==> src/rtl/ca_pkg.sv <==
package ca_pkg;
  localparam int LFSR_W   = 31;
  localparam int TAP_HI   = 30;
  localparam int TAP_LO   = 27;

  typedef enum logic [1:0] {
    ST_INIT = 2'd0,
    ST_RUN  = 2'd1,
    ST_WAIT = 2'd2
  } ca_state_e;
endpackage

==> src/rtl/ca_next_row.sv <==
module ca_next_row #(
  parameter int CELLS = 16
) (
  input  logic [CELLS-1:0] cur,
  input  logic [7:0]       rule,
  input  logic             wrap,
  output logic [CELLS-1:0] nxt
);
  for (genvar i = 0; i < CELLS; i++) begin : g_cell
    logic lft, rgt;
    if (i == 0) begin : g_left_edge
      assign lft = wrap & cur[CELLS-1];
    end else begin : g_left_in
      assign lft = cur[i-1];
    end
    if (i == CELLS-1) begin : g_right_edge
      assign rgt = wrap & cur[0];
    end else begin : g_right_in
      assign rgt = cur[i+1];
    end
    assign nxt[i] = rule[{lft, cur[i], rgt}];
  end
endmodule

==> src/rtl/ca_rand_fill.sv <==
module ca_rand_fill
  import ca_pkg::*;
#(
  parameter int CELLS = 16
) (
  input  logic [LFSR_W-1:0] seed,
  output logic [CELLS-1:0]  bits,
  output logic [LFSR_W-1:0] seed_next
);
  logic [LFSR_W-1:0] chain [CELLS+1];

  assign chain[0] = seed;
  for (genvar i = 0; i < CELLS; i++) begin : g_step
    assign bits[i]      = chain[i][TAP_HI];
    assign chain[i+1]   = {chain[i][LFSR_W-2:0], chain[i][TAP_LO] ^ chain[i][TAP_HI]};
  end
  assign seed_next = chain[CELLS];
endmodule

==> src/rtl/ca_row_gen.sv <==
module ca_row_gen
  import ca_pkg::*;
#(
  parameter  int CELLS  = 16,
  parameter  int ROWS   = 6,
  localparam int RIDX_W = (ROWS > 1) ? $clog2(ROWS) : 1
) (
  input  logic              clk,
  input  logic              rst,
  input  logic [7:0]        rule_in,
  input  logic              rand_mode,
  input  logic              wrap_mode,
  input  logic              page_req,
  output logic [CELLS-1:0]  row_bits,
  output logic              row_valid,
  output logic [RIDX_W-1:0] row_idx
);
  localparam int                CENTER   = CELLS / 2;
  localparam logic [CELLS-1:0]  SEED_ROW = CELLS'(1) << CENTER;
  localparam logic [RIDX_W-1:0] LAST_IDX = RIDX_W'(ROWS - 1);

  logic [LFSR_W-1:0] free_cnt = '0;
  logic [LFSR_W-1:0] lfsr_q;
  logic [7:0]        rule_q;
  logic              rand_q, wrap_q, cont_q;
  ca_state_e         state_q;
  logic [CELLS-1:0]  row_q;
  logic              valid_q;
  logic [RIDX_W-1:0] idx_q;

  logic [CELLS-1:0]  evolved, rand_row;
  logic [LFSR_W-1:0] lfsr_adv;

  ca_next_row #(.CELLS(CELLS)) u_next (
    .cur  (row_q),
    .rule (rule_q),
    .wrap (wrap_q),
    .nxt  (evolved)
  );

  ca_rand_fill #(.CELLS(CELLS)) u_rand (
    .seed      (lfsr_q),
    .bits      (rand_row),
    .seed_next (lfsr_adv)
  );

  always_ff @(posedge clk) begin
    free_cnt <= free_cnt + 1'b1;
  end

  always_ff @(posedge clk) begin
    if (rst) begin
      rule_q  <= rule_in;
      rand_q  <= rand_mode;
      wrap_q  <= wrap_mode;
      lfsr_q  <= {free_cnt[LFSR_W-1:1], 1'b1};
      cont_q  <= 1'b0;
      state_q <= ST_INIT;
      row_q   <= '0;
      valid_q <= 1'b0;
      idx_q   <= '0;
    end else begin
      unique case (state_q)
        ST_INIT: begin
          valid_q <= 1'b1;
          idx_q   <= '0;
          if (!cont_q) begin
            if (rand_q) begin
              row_q  <= rand_row;
              lfsr_q <= lfsr_adv;
            end else begin
              row_q  <= SEED_ROW;
            end
          end
          state_q <= (ROWS == 1) ? ST_WAIT : ST_RUN;
        end
        ST_RUN: begin
          valid_q <= 1'b1;
          row_q   <= evolved;
          idx_q   <= idx_q + 1'b1;
          if (idx_q + 1'b1 == LAST_IDX) state_q <= ST_WAIT;
        end
        ST_WAIT: begin
          valid_q <= 1'b0;
          if (page_req) begin
            cont_q  <= 1'b1;
            state_q <= ST_INIT;
          end
        end
        default: state_q <= ST_WAIT;
      endcase
    end
  end

  assign row_bits  = row_q;
  assign row_valid = valid_q;
  assign row_idx   = idx_q;
endmodule

==> config.mk <==
export PLATFORM = sky130hd
export DESIGN_NAME = ca_row_gen
export DESIGN_NICKNAME = d
export VERILOG_FILES = /design/src/rtl/ca_pkg.sv /design/src/rtl/ca_next_row.sv /design/src/rtl/ca_rand_fill.sv /design/src/rtl/ca_row_gen.sv
export SDC_FILE = /design/constraint.sdc
export NUM_CORES = 1
export LEC_CHECK = 0
export BUFFER_PORTS_ARGS = -buffer_cell sky130_fd_sc_hd__buf_2
export CORE_AREA = 2 2 149 151
export DETAILED_ROUTE_END_ITERATION = 8
export DIE_AREA = 0 0 151 153
export GPL_TIMING_DRIVEN = 0
export HOLD_SLACK_MARGIN = 0.08
export MAX_ROUTING_LAYER = met4
export PLACE_DENSITY = 0.37
export SYNTH_ARGS = -nofsm -noshare
export SYNTH_HDL_FRONTEND = slang
export SYNTH_HIERARCHICAL = 1
export SYNTH_SLANG_ARGS = --single-unit
==> constraint.sdc <==
create_clock -name clk -period 2.2 [get_ports clk]
set_input_delay 0.22 -clock clk [delete_from_list [all_inputs] [get_ports clk]]
set_output_delay 0.22 -clock clk [all_outputs]
set_load 0.005 [all_outputs]
# Word level (Yosys, flattened, before mapping)
# Index checks and enable logic that the tools add are counted.
[op_classes]
add_sub_neg = 2
n_lt_le_gt_ge = 16
eq_ne = 7
n_mux = 44
bitwise_logic = 19
reduce_logical = 11
[op_table]
columns = ["operator", "count"]
rows = [
  ["$mux 31", 4],
  ["$lt 3x4->1 const B", 16],
  ["$bmux 1 s3", 16],
  ["$mux 16", 2],
  ["$pmux 16 s2", 1],
  ["$add 31x1->31 const B", 1],
  ["$mux 1", 16],
  ["$xor 1x1->1", 16],
  ["$ne 2x2->1 const B", 4],
  ["$reduce_bool 2->1", 4],
  ["$pmux 2 s3", 1],
  ["$pmux 3 s2", 1],
  ["$reduce_and 2->1", 3],
  ["$reduce_and 3->1", 2],
  ["$mux 2", 2],
  ["$add 3x1->3 const B", 1],
  ["$eq 3x3->1 const B", 1],
  ["$and 1x1->1", 2],
  ["$eq 2x1->1 const B", 1],
  ["$eq 2x2->1 const B", 1],
  ["$logic_not 2->1", 1],
  ["$pmux 1 s2", 1],
  ["$reduce_or 2->1", 1],
  ["$not 1->1", 1],
]
[word_totals]
register_bits = 95
inputBits = 13
output_inout_bits = 20

# Longest topological paths before layout
# Gate-level depths: netlist of the first run.
[logic_depth]
depth_word = 5
depth_mapped = 7

# Cells and area by module
# Netlist of the first run, hierarchy kept.
[by_module_without_submodules]
columns = ["mod", "n_inst", "cells_each", "area_per_inst_um2"]
rows = [
  ["ca_row_gen", 1, 378, 3867.5],
  ["ca_next_row", 1, 132, 1046.0],
  ["ca_rand_fill", 1, 47, 372.9],
]

# Worst setup path after synthesis of the first run
# No wires, ideal clock.
[synth_timing]
path_kind = "register -> register"
start = "register rand_q"
end = "register lfsr_q[10], enable pin"
setup_ns = 0.373
arrival_ns = 1.506
required_time_ns = 1.827
path_slack_ns = 0.321
path_stages_with_launch = 5
n_path_buf = 2
path_cell_list = "edfxtp_1 buf_2 nor4b_2 buf_2 or2_2"
[synth_between]
elab_chain_len = 2
[synth_rtl]
columns = ["element", "line", "text"]
rows = [
  ["from (decl)", "ca_row_gen.sv:25", "logic rand_q, wrap_q, cont_q;"],
  ["from (signal assigned)", "ca_row_gen.sv:54", "rand_q <= rand_mode;"],
  ["$reduce_bool 2->1 (no source line)", "n/a", ""],
  ["$reduce_and 3->1 (no source line)", "n/a", ""],
  ["to (signal assigned)", "ca_row_gen.sv:56", "lfsr_q <= {free_cnt[LFSR_W-1:1], 1'b1};"],
  ["to (signal assigned)", "ca_row_gen.sv:70", "lfsr_q <= lfsr_adv;"],
  ["to (decl)", "ca_row_gen.sv:23", "logic [LFSR_W-1:0] lfsr_q;"],
]
# Every way passes these cells.
# A chain may end at the register's enable or synchronous reset.

# Final worst setup path of the first run
[layout_timing]
start = "register rand_q"
end = "register lfsr_q[18], enable pin"
# Same word-level chain as after synthesis.

==> results.txt, run 1 <==
status -> finished clean
routability congestion estimate -> 0.7789
average vias per placed instance -> 4.685
Worst slew margin -> 52.40%
post-place setup slack -> -0.2627 ns
H-Tree Depth -> 3
share of cells above drive strength 1 -> 20.62%
# rows -> 54
CTS tree -> built
setup slack after layout -> 0.1842 ns
worst hold margin -> 0.3242 ns
commonest cells in the netlist -> nand2_1, dfxtp_1, edfxtp_1
crit-path max cell delay -> 0.45 ns
Synth area leaders -> edfxtp_1, dfxtp_1, nand2_1
Post-synth EDFFs -> 40
Overall Global Routing Usage -> 13.52%
leakage power -> 0.002282 uW
CP Launch Type -> register
Slowest cell on crit path -> or2_4
FFs w/ async S/R, synth -> 0%
crit-path most repeated cell -> buf_2
flops & latches, synth -> 95
Power Dens Cells -> 708.4 nW/um2
Crit Path Class -> reg2reg
# IOs -> 33
fin area -> 6216 um2
Distinct cells, synth -> 48
vias in the first global route -> 4275
vias -> 4198
minimum clock period after layout -> 2.016 ns
Max Root-Sink Buffers -> 2
Peak Freq -> 496.1 MHz
Final Hold Viols -> 0
Yosys top cell area share -> 22.72%
Worst EP required -> 2.20 ns
first-pass GRT wire length -> 23490 um
setup bufs post-CTS -> 0
Final setup viols -> 0
area grow syn2layout -> 17.59%
yosys warns -> 6
most numerous cell in the Yosys netlist -> nand2_1
half-perimeter wire length after placement -> 10980 um
unrepaired setup endpoints after global routing -> no
CTS Sinks -> 95
worst vdd ir -> 0.3636 mV
cell count of the worst reg-to-reg path -> 4
Critical Path AT -> 2.02 ns
CTS root buf -> clkbuf_16
ANT nets after route -> 0
Initial Util -> 24.60%
clock skew -> 0.007111 ns
max cap viols -> 0
DRT Pass-1 Iters -> 5
largest net degree at the start of global routing -> 31
overall die height -> 153 um
clock transition at the registers of the reported paths -> 0.07 ns
# placed instances -> 869
core area -> 21490 um2
Antenna diodes -> 0
DRC viols -> 0
area of the die -> 23100 um2
Final period util -> 91.63%
FF+latch area -> 2302 um2
syn_area_per_cell -> 9.491 um2
drt total wl -> 14850 um
Layout Cells excl Fill -> 896
cell accounting for the most synthesized area -> edfxtp_1
synthesized instance count -> 557
fillers -> 2312
Layout Nets -> 627
max-slew violations -> 0
Hold Path Class -> in2reg
Die W -> 151 um
initial antenna violation count -> 0
CP endpoint kind -> register
crit-path max FO -> 30
Worst-Margin Slew -> 0.7140 ns
crit path cell chain -> buf_2 > nor4b_4 > buf_2 > or2_4
DR iter-0 viols -> 217
hold path depth -> 1
dpl cell area -> 5797 um2
Worst-Skew Late Latency -> 0.35 ns
I/O Buffers -> 32
Seq/Total Area, Yosys -> 43.55%
wire per inst -> 16.57 um
Synth Net Count -> 573
cts bufs inserted -> 9
area occupied by multi-input gates -> 2537 um2
synthesized cell area -> 5286 um2
total grt overflow -> 0
Main synth FF type -> dfxtp_1
layout by cell type (no fill, tap or decap), types with 16 or more instances in the layout:
| cell | count |
|---|---|
| a21oi_1 | 22 |
| a311oi_1 | 16 |
| buf_2 | 46 |
| buf_4 | 31 |
| clkbuf_1 | 26 |
| dfxtp_1 | 55 |
| edfxtp_1 | 40 |
| nand2_1 | 103 |
| nand3_1 | 29 |
| nor2_1 | 21 |
| o21ai_0 | 35 |
| xnor2_1 | 22 |
| xor2_1 | 24 |
final timing paths:
check	startpoint	end	slack, ns
min reg2reg	free_cnt[0]	free_cnt[0]	0.42
min	rst	rule_q[1]	0.32
max reg2reg	rand_q	lfsr_q[18]	0.18
max	rand_q	lfsr_q[18]	0.18
area by class of cell:
type                    instances  area share, %
multi-input cells             378          40.82
clock inverters                 6          1.107
repair buffers                 43          4.348
well taps                     280          5.636
flip-flops and latches         95          37.04
plain buffers                  72          6.643
clock buffers                  10          3.684
inverters                      12         0.7246
power by group:
part,switching [uW],total (uW),internal (uW)
logic,377,731,354
clock network,725,1620,895
registers,113,2050,1940
total,1220,4400,3190
per-layer routing:
layer / GRT usage, % / wire length [um] / up-vias
met5: - / 0 / -
met4: 3.605 / 163 / 0
met3: 2.507 / 561 / 11
met2: 22.01 / 7136 / 92
met1: 17.22 / 6989 / 2032
li1: - / - / 2063
logic make-up (layout without fill, tap and decap cells):
family	after synthesis	in the layout	share of synthesized area, %
compound gates	102	102	11.98
xor+xnor	46	46	7.621
fa+ha+maj	3	3	0.7101
buf+inv	84	143	8.663
flops	95	95	43.55
mux	24	24	8.663
simple gates	203	203	18.82
critical path: cells and delay by family (launching register included):
kind	cells	cell delay, ns
buffers and inverters	2	0.49
flip-flops	1	0.31
AND/OR/NAND/NOR	2	0.85
timing repair:
| action | 4_1_cts | 5_1_grt |
|---|---|---|
| setup endpoints to repair | 30 | 0 |
| gates resized for setup | 2 | 0 |
| hold buffers | 11 | 0 |
| endpoints found under the hold margin | 11 | 0 |
per-stage QoR:
stage	total power, uW	utilization (%)	TNS (ns)
final	4403	28.93	0
after global routing	4621	28.93	0
after CTS	4475	28.93	0
after detailed placement	2810	26.98	-7.829
after global placement	2805	26.98	-8.432
after floorplan	2572	-	0
sequential cells by signal, summed over array words and instances, names as in the netlist:
register and cells:
lfsr_q 31, free_cnt 31, rand_q 1, cont_q 1, row_bits 16, wrap_q 1, rule_q 8, row_valid 1
row_idx 3, state_q 2
Power figures use the tool's default switching activity.
==> run 2, diff against run 1 <==
--- a/config.mk
+++ b/config.mk
@@ -6,13 +6,13 @@
 export NUM_CORES = 1
 export LEC_CHECK = 0
 export BUFFER_PORTS_ARGS = -buffer_cell sky130_fd_sc_hd__buf_2
-export CORE_AREA = 2 2 149 151
+export CORE_AREA = 2 2 118 120
 export DETAILED_ROUTE_END_ITERATION = 8
-export DIE_AREA = 0 0 151 153
+export DIE_AREA = 0 0 120 122
 export GPL_TIMING_DRIVEN = 0
 export HOLD_SLACK_MARGIN = 0.08
 export MAX_ROUTING_LAYER = met4
-export PLACE_DENSITY = 0.37
+export PLACE_DENSITY = 0.54
 export SYNTH_ARGS = -nofsm -noshare
 export SYNTH_HDL_FRONTEND = slang
 export SYNTH_HIERARCHICAL = 1
==> run 2 against run 1 <==
Clock skew grew 0.00052 ns. Final area shrank 1.2%. Fmax grew 0.15%. Global-route usage grew 6.4 points. Sequential share of layout area grew 0.46 points. Clock power grew 9%. Combinational power shrank 0.5%.
==> results.txt, run 2 (synthesis results as in run 1) <==
status -> finished clean (unchanged)
clock transition at the registers of the reported paths -> 0.07 ns (about the same)
R2R Path End -> row_bits[7] (was lfsr_q[18])
fillers -> 1314 (was 2312)
cell count of the worst reg-to-reg path -> 5 (was 4)
leakage power -> 0.002310 uW (was 0.002282 uW)
area of the die -> 14640 um2 (was 23100 um2)
crit path to -> row_bits[7] (was lfsr_q[18])
overall die height -> 122 um (was 153 um)
drt total wl -> 13340 um (was 14850 um)
routability congestion estimate -> 0.8397 (was 0.7789)
Power Dens Cells -> 740.2 nW/um2 (was 708.4 nW/um2)
hold path depth -> 1 (unchanged)
CTS tree -> built (unchanged)
average vias per placed instance -> 5.322 (was 4.685)
H-Tree Depth -> 3 (unchanged)
half-perimeter wire length after placement -> 9710 um (was 10980 um)
share of cells above drive strength 1 -> 21.10% (was 20.62%)
worst hold margin -> 0.3254 ns (was 0.3242 ns)
vias in the first global route -> 4193 (was 4275)
max-slew violations -> 0 (unchanged)
Worst slew margin -> 57.55% (was 52.40%)
clock skew -> 0.007636 ns (was 0.007111 ns)
max cap viols -> 0 (unchanged)
Worst EP required -> 2.45 ns (was 2.20 ns)
FF+latch area -> 2302 um2 (unchanged)
CP endpoint kind -> register (unchanged)
Worst-Margin Slew -> 0.6368 ns (was 0.7140 ns)
Hold Path Class -> in2reg (unchanged)
area occupied by multi-input gates -> 2537 um2 (unchanged)
TNS Setup -> 0 ns (unchanged)
Die W -> 120 um (was 151 um)
Peak Freq -> 496.8 MHz (was 496.1 MHz)
Worst-Skew Late Latency -> 0.35 ns (about the same)
Max Root-Sink Buffers -> 2 (unchanged)
Layout Nets -> 627 (unchanged)
DRT Pass-1 Iters -> 4 (was 5)
Final Hold Viols -> 0 (unchanged)
Antenna diodes -> 0 (unchanged)
Overall Global Routing Usage -> 19.91% (was 13.52%)
worst vdd ir -> 0.4449 mV (was 0.3636 mV)
met3 Usage GRT -> 5.337% (was 2.507%)
DRC viols -> 0 (unchanged)
crit path from -> rule_q[0] (was rand_q)
met2 usage -> 32.95% (was 22.01%)
ANT nets after route -> 0 (unchanged)
largest net degree at the start of global routing -> 31 (unchanged)
Crit Path Class -> reg2reg (unchanged)
initial antenna violation count -> 0 (unchanged)
first-pass GRT wire length -> 21890 um (was 23490 um)
r2r setup slk -> 0.19 ns (was 0.18 ns)
total grt overflow -> 0 (unchanged)
DR iter-0 viols -> 269 (was 217)
minimum clock period after layout -> 2.013 ns (was 2.016 ns)
# placed instances -> 769 (was 869)
unrepaired setup endpoints after global routing -> no (unchanged)
vias -> 4236 (was 4198)
most common cell after layout, fill and taps aside -> nand2_1 (unchanged)
most frequent cells in the layout -> nand2_1, dfxtp_1, buf_2 (unchanged)
Layout Cells excl Fill -> 796 (was 896)
met1 Use GR -> 23.65% (was 17.22%)
CP Launch Type -> register (unchanged)
CTS Sinks -> 95 (unchanged)
crit-path max FO -> 10 (was 30)
core area -> 13500 um2 (was 21490 um2)
CTS root buf -> clkbuf_16 (unchanged)
# rows -> 43 (was 54)
# IOs -> 33 (unchanged)
Final period util -> 91.49% (was 91.63%)
reg2reg start -> rule_q[0] (was rand_q)
Critical Path AT -> 2.27 ns (was 2.02 ns)
GRT busiest layer -> met2 (unchanged)
Final setup viols -> 0 (unchanged)
cts bufs inserted -> 9 (unchanged)
I/O Buffers -> 32 (unchanged)
area grow syn2layout -> 16.14% (was 17.59%)
Initial Util -> 39.15% (was 24.60%)
wire per inst -> 16.76 um (was 16.57 um)
-- run 2: how the worst min path moves through the flow --
stage / start / end / slack [ns]
6_report: rst / rule_q[4] / 0.33
5_1_grt: rst / rule_q[4] / 0.32
4_1_cts: rst / rule_q[4] / 0.33
3_5_place_dp: rule_in[3] / rule_q[3] / 0.40
3_3_place_gp: free_cnt[0] / free_cnt[0] / 0.39
2_1_floorplan: rand_mode / rand_q / 0.32
-- run 2: what timing repair did --
item                                    CTS  global route
endpoints found under the setup margin   30            34
cloned                                    0             0
resized for setup                         1             5
hold buffers                             11             0
buffers inserted                          0             0
hold endpoints to repair                 11             0
-- run 2: routing by layer --
layer / wire, um / up-vias
met2: 6513 / 136
met4: 272 / 0
li1: - / 2059
met5: 0 / -
met1: 5860 / 2010
met3: 691 / 31
-- run 2: area by class of cell --
type | count | area share [%]
Multi-Input combinational cell | 378 | 41.33
Sequential cell | 95 | 37.50
Buffer | 72 | 6.766
Clock buffer | 12 | 4.708
Timing Repair Buffer | 43 | 4.402
Tap cell | 180 | 3.668
Clock inverter | 4 | 0.8967
Inverter | 12 | 0.7336
-- run 2: worst max-delay path, cell delays in order (launching register included) --
cell and delay, ns:
edfxtp_1 0.40, clkbuf_1 0.50, a21oi_1 0.18, a221oi_1 0.45, nand2_1 0.11, a311oi_1 0.28
-- run 2: stage by stage --
step	utilization [%]	total power, uW	cell area [um2]	worst slack (ns)
finish	45.46	4544	6140	0.1872
global route	45.46	4740	6140	0.05010
CTS	45.38	4583	6128	0.009215
detailed placement	42.00	2793	5672	-0.1831
global placement	42.00	2783	5672	-0.1733
floorplan	-	2572	5286	0.3207
-- run 2: power by group --
part	switching (uW)	leakage [uW]	internal (uW)
clock network	708	0.000171	1060
logic	372	0.00127	355
registers	110	0.000865	1940
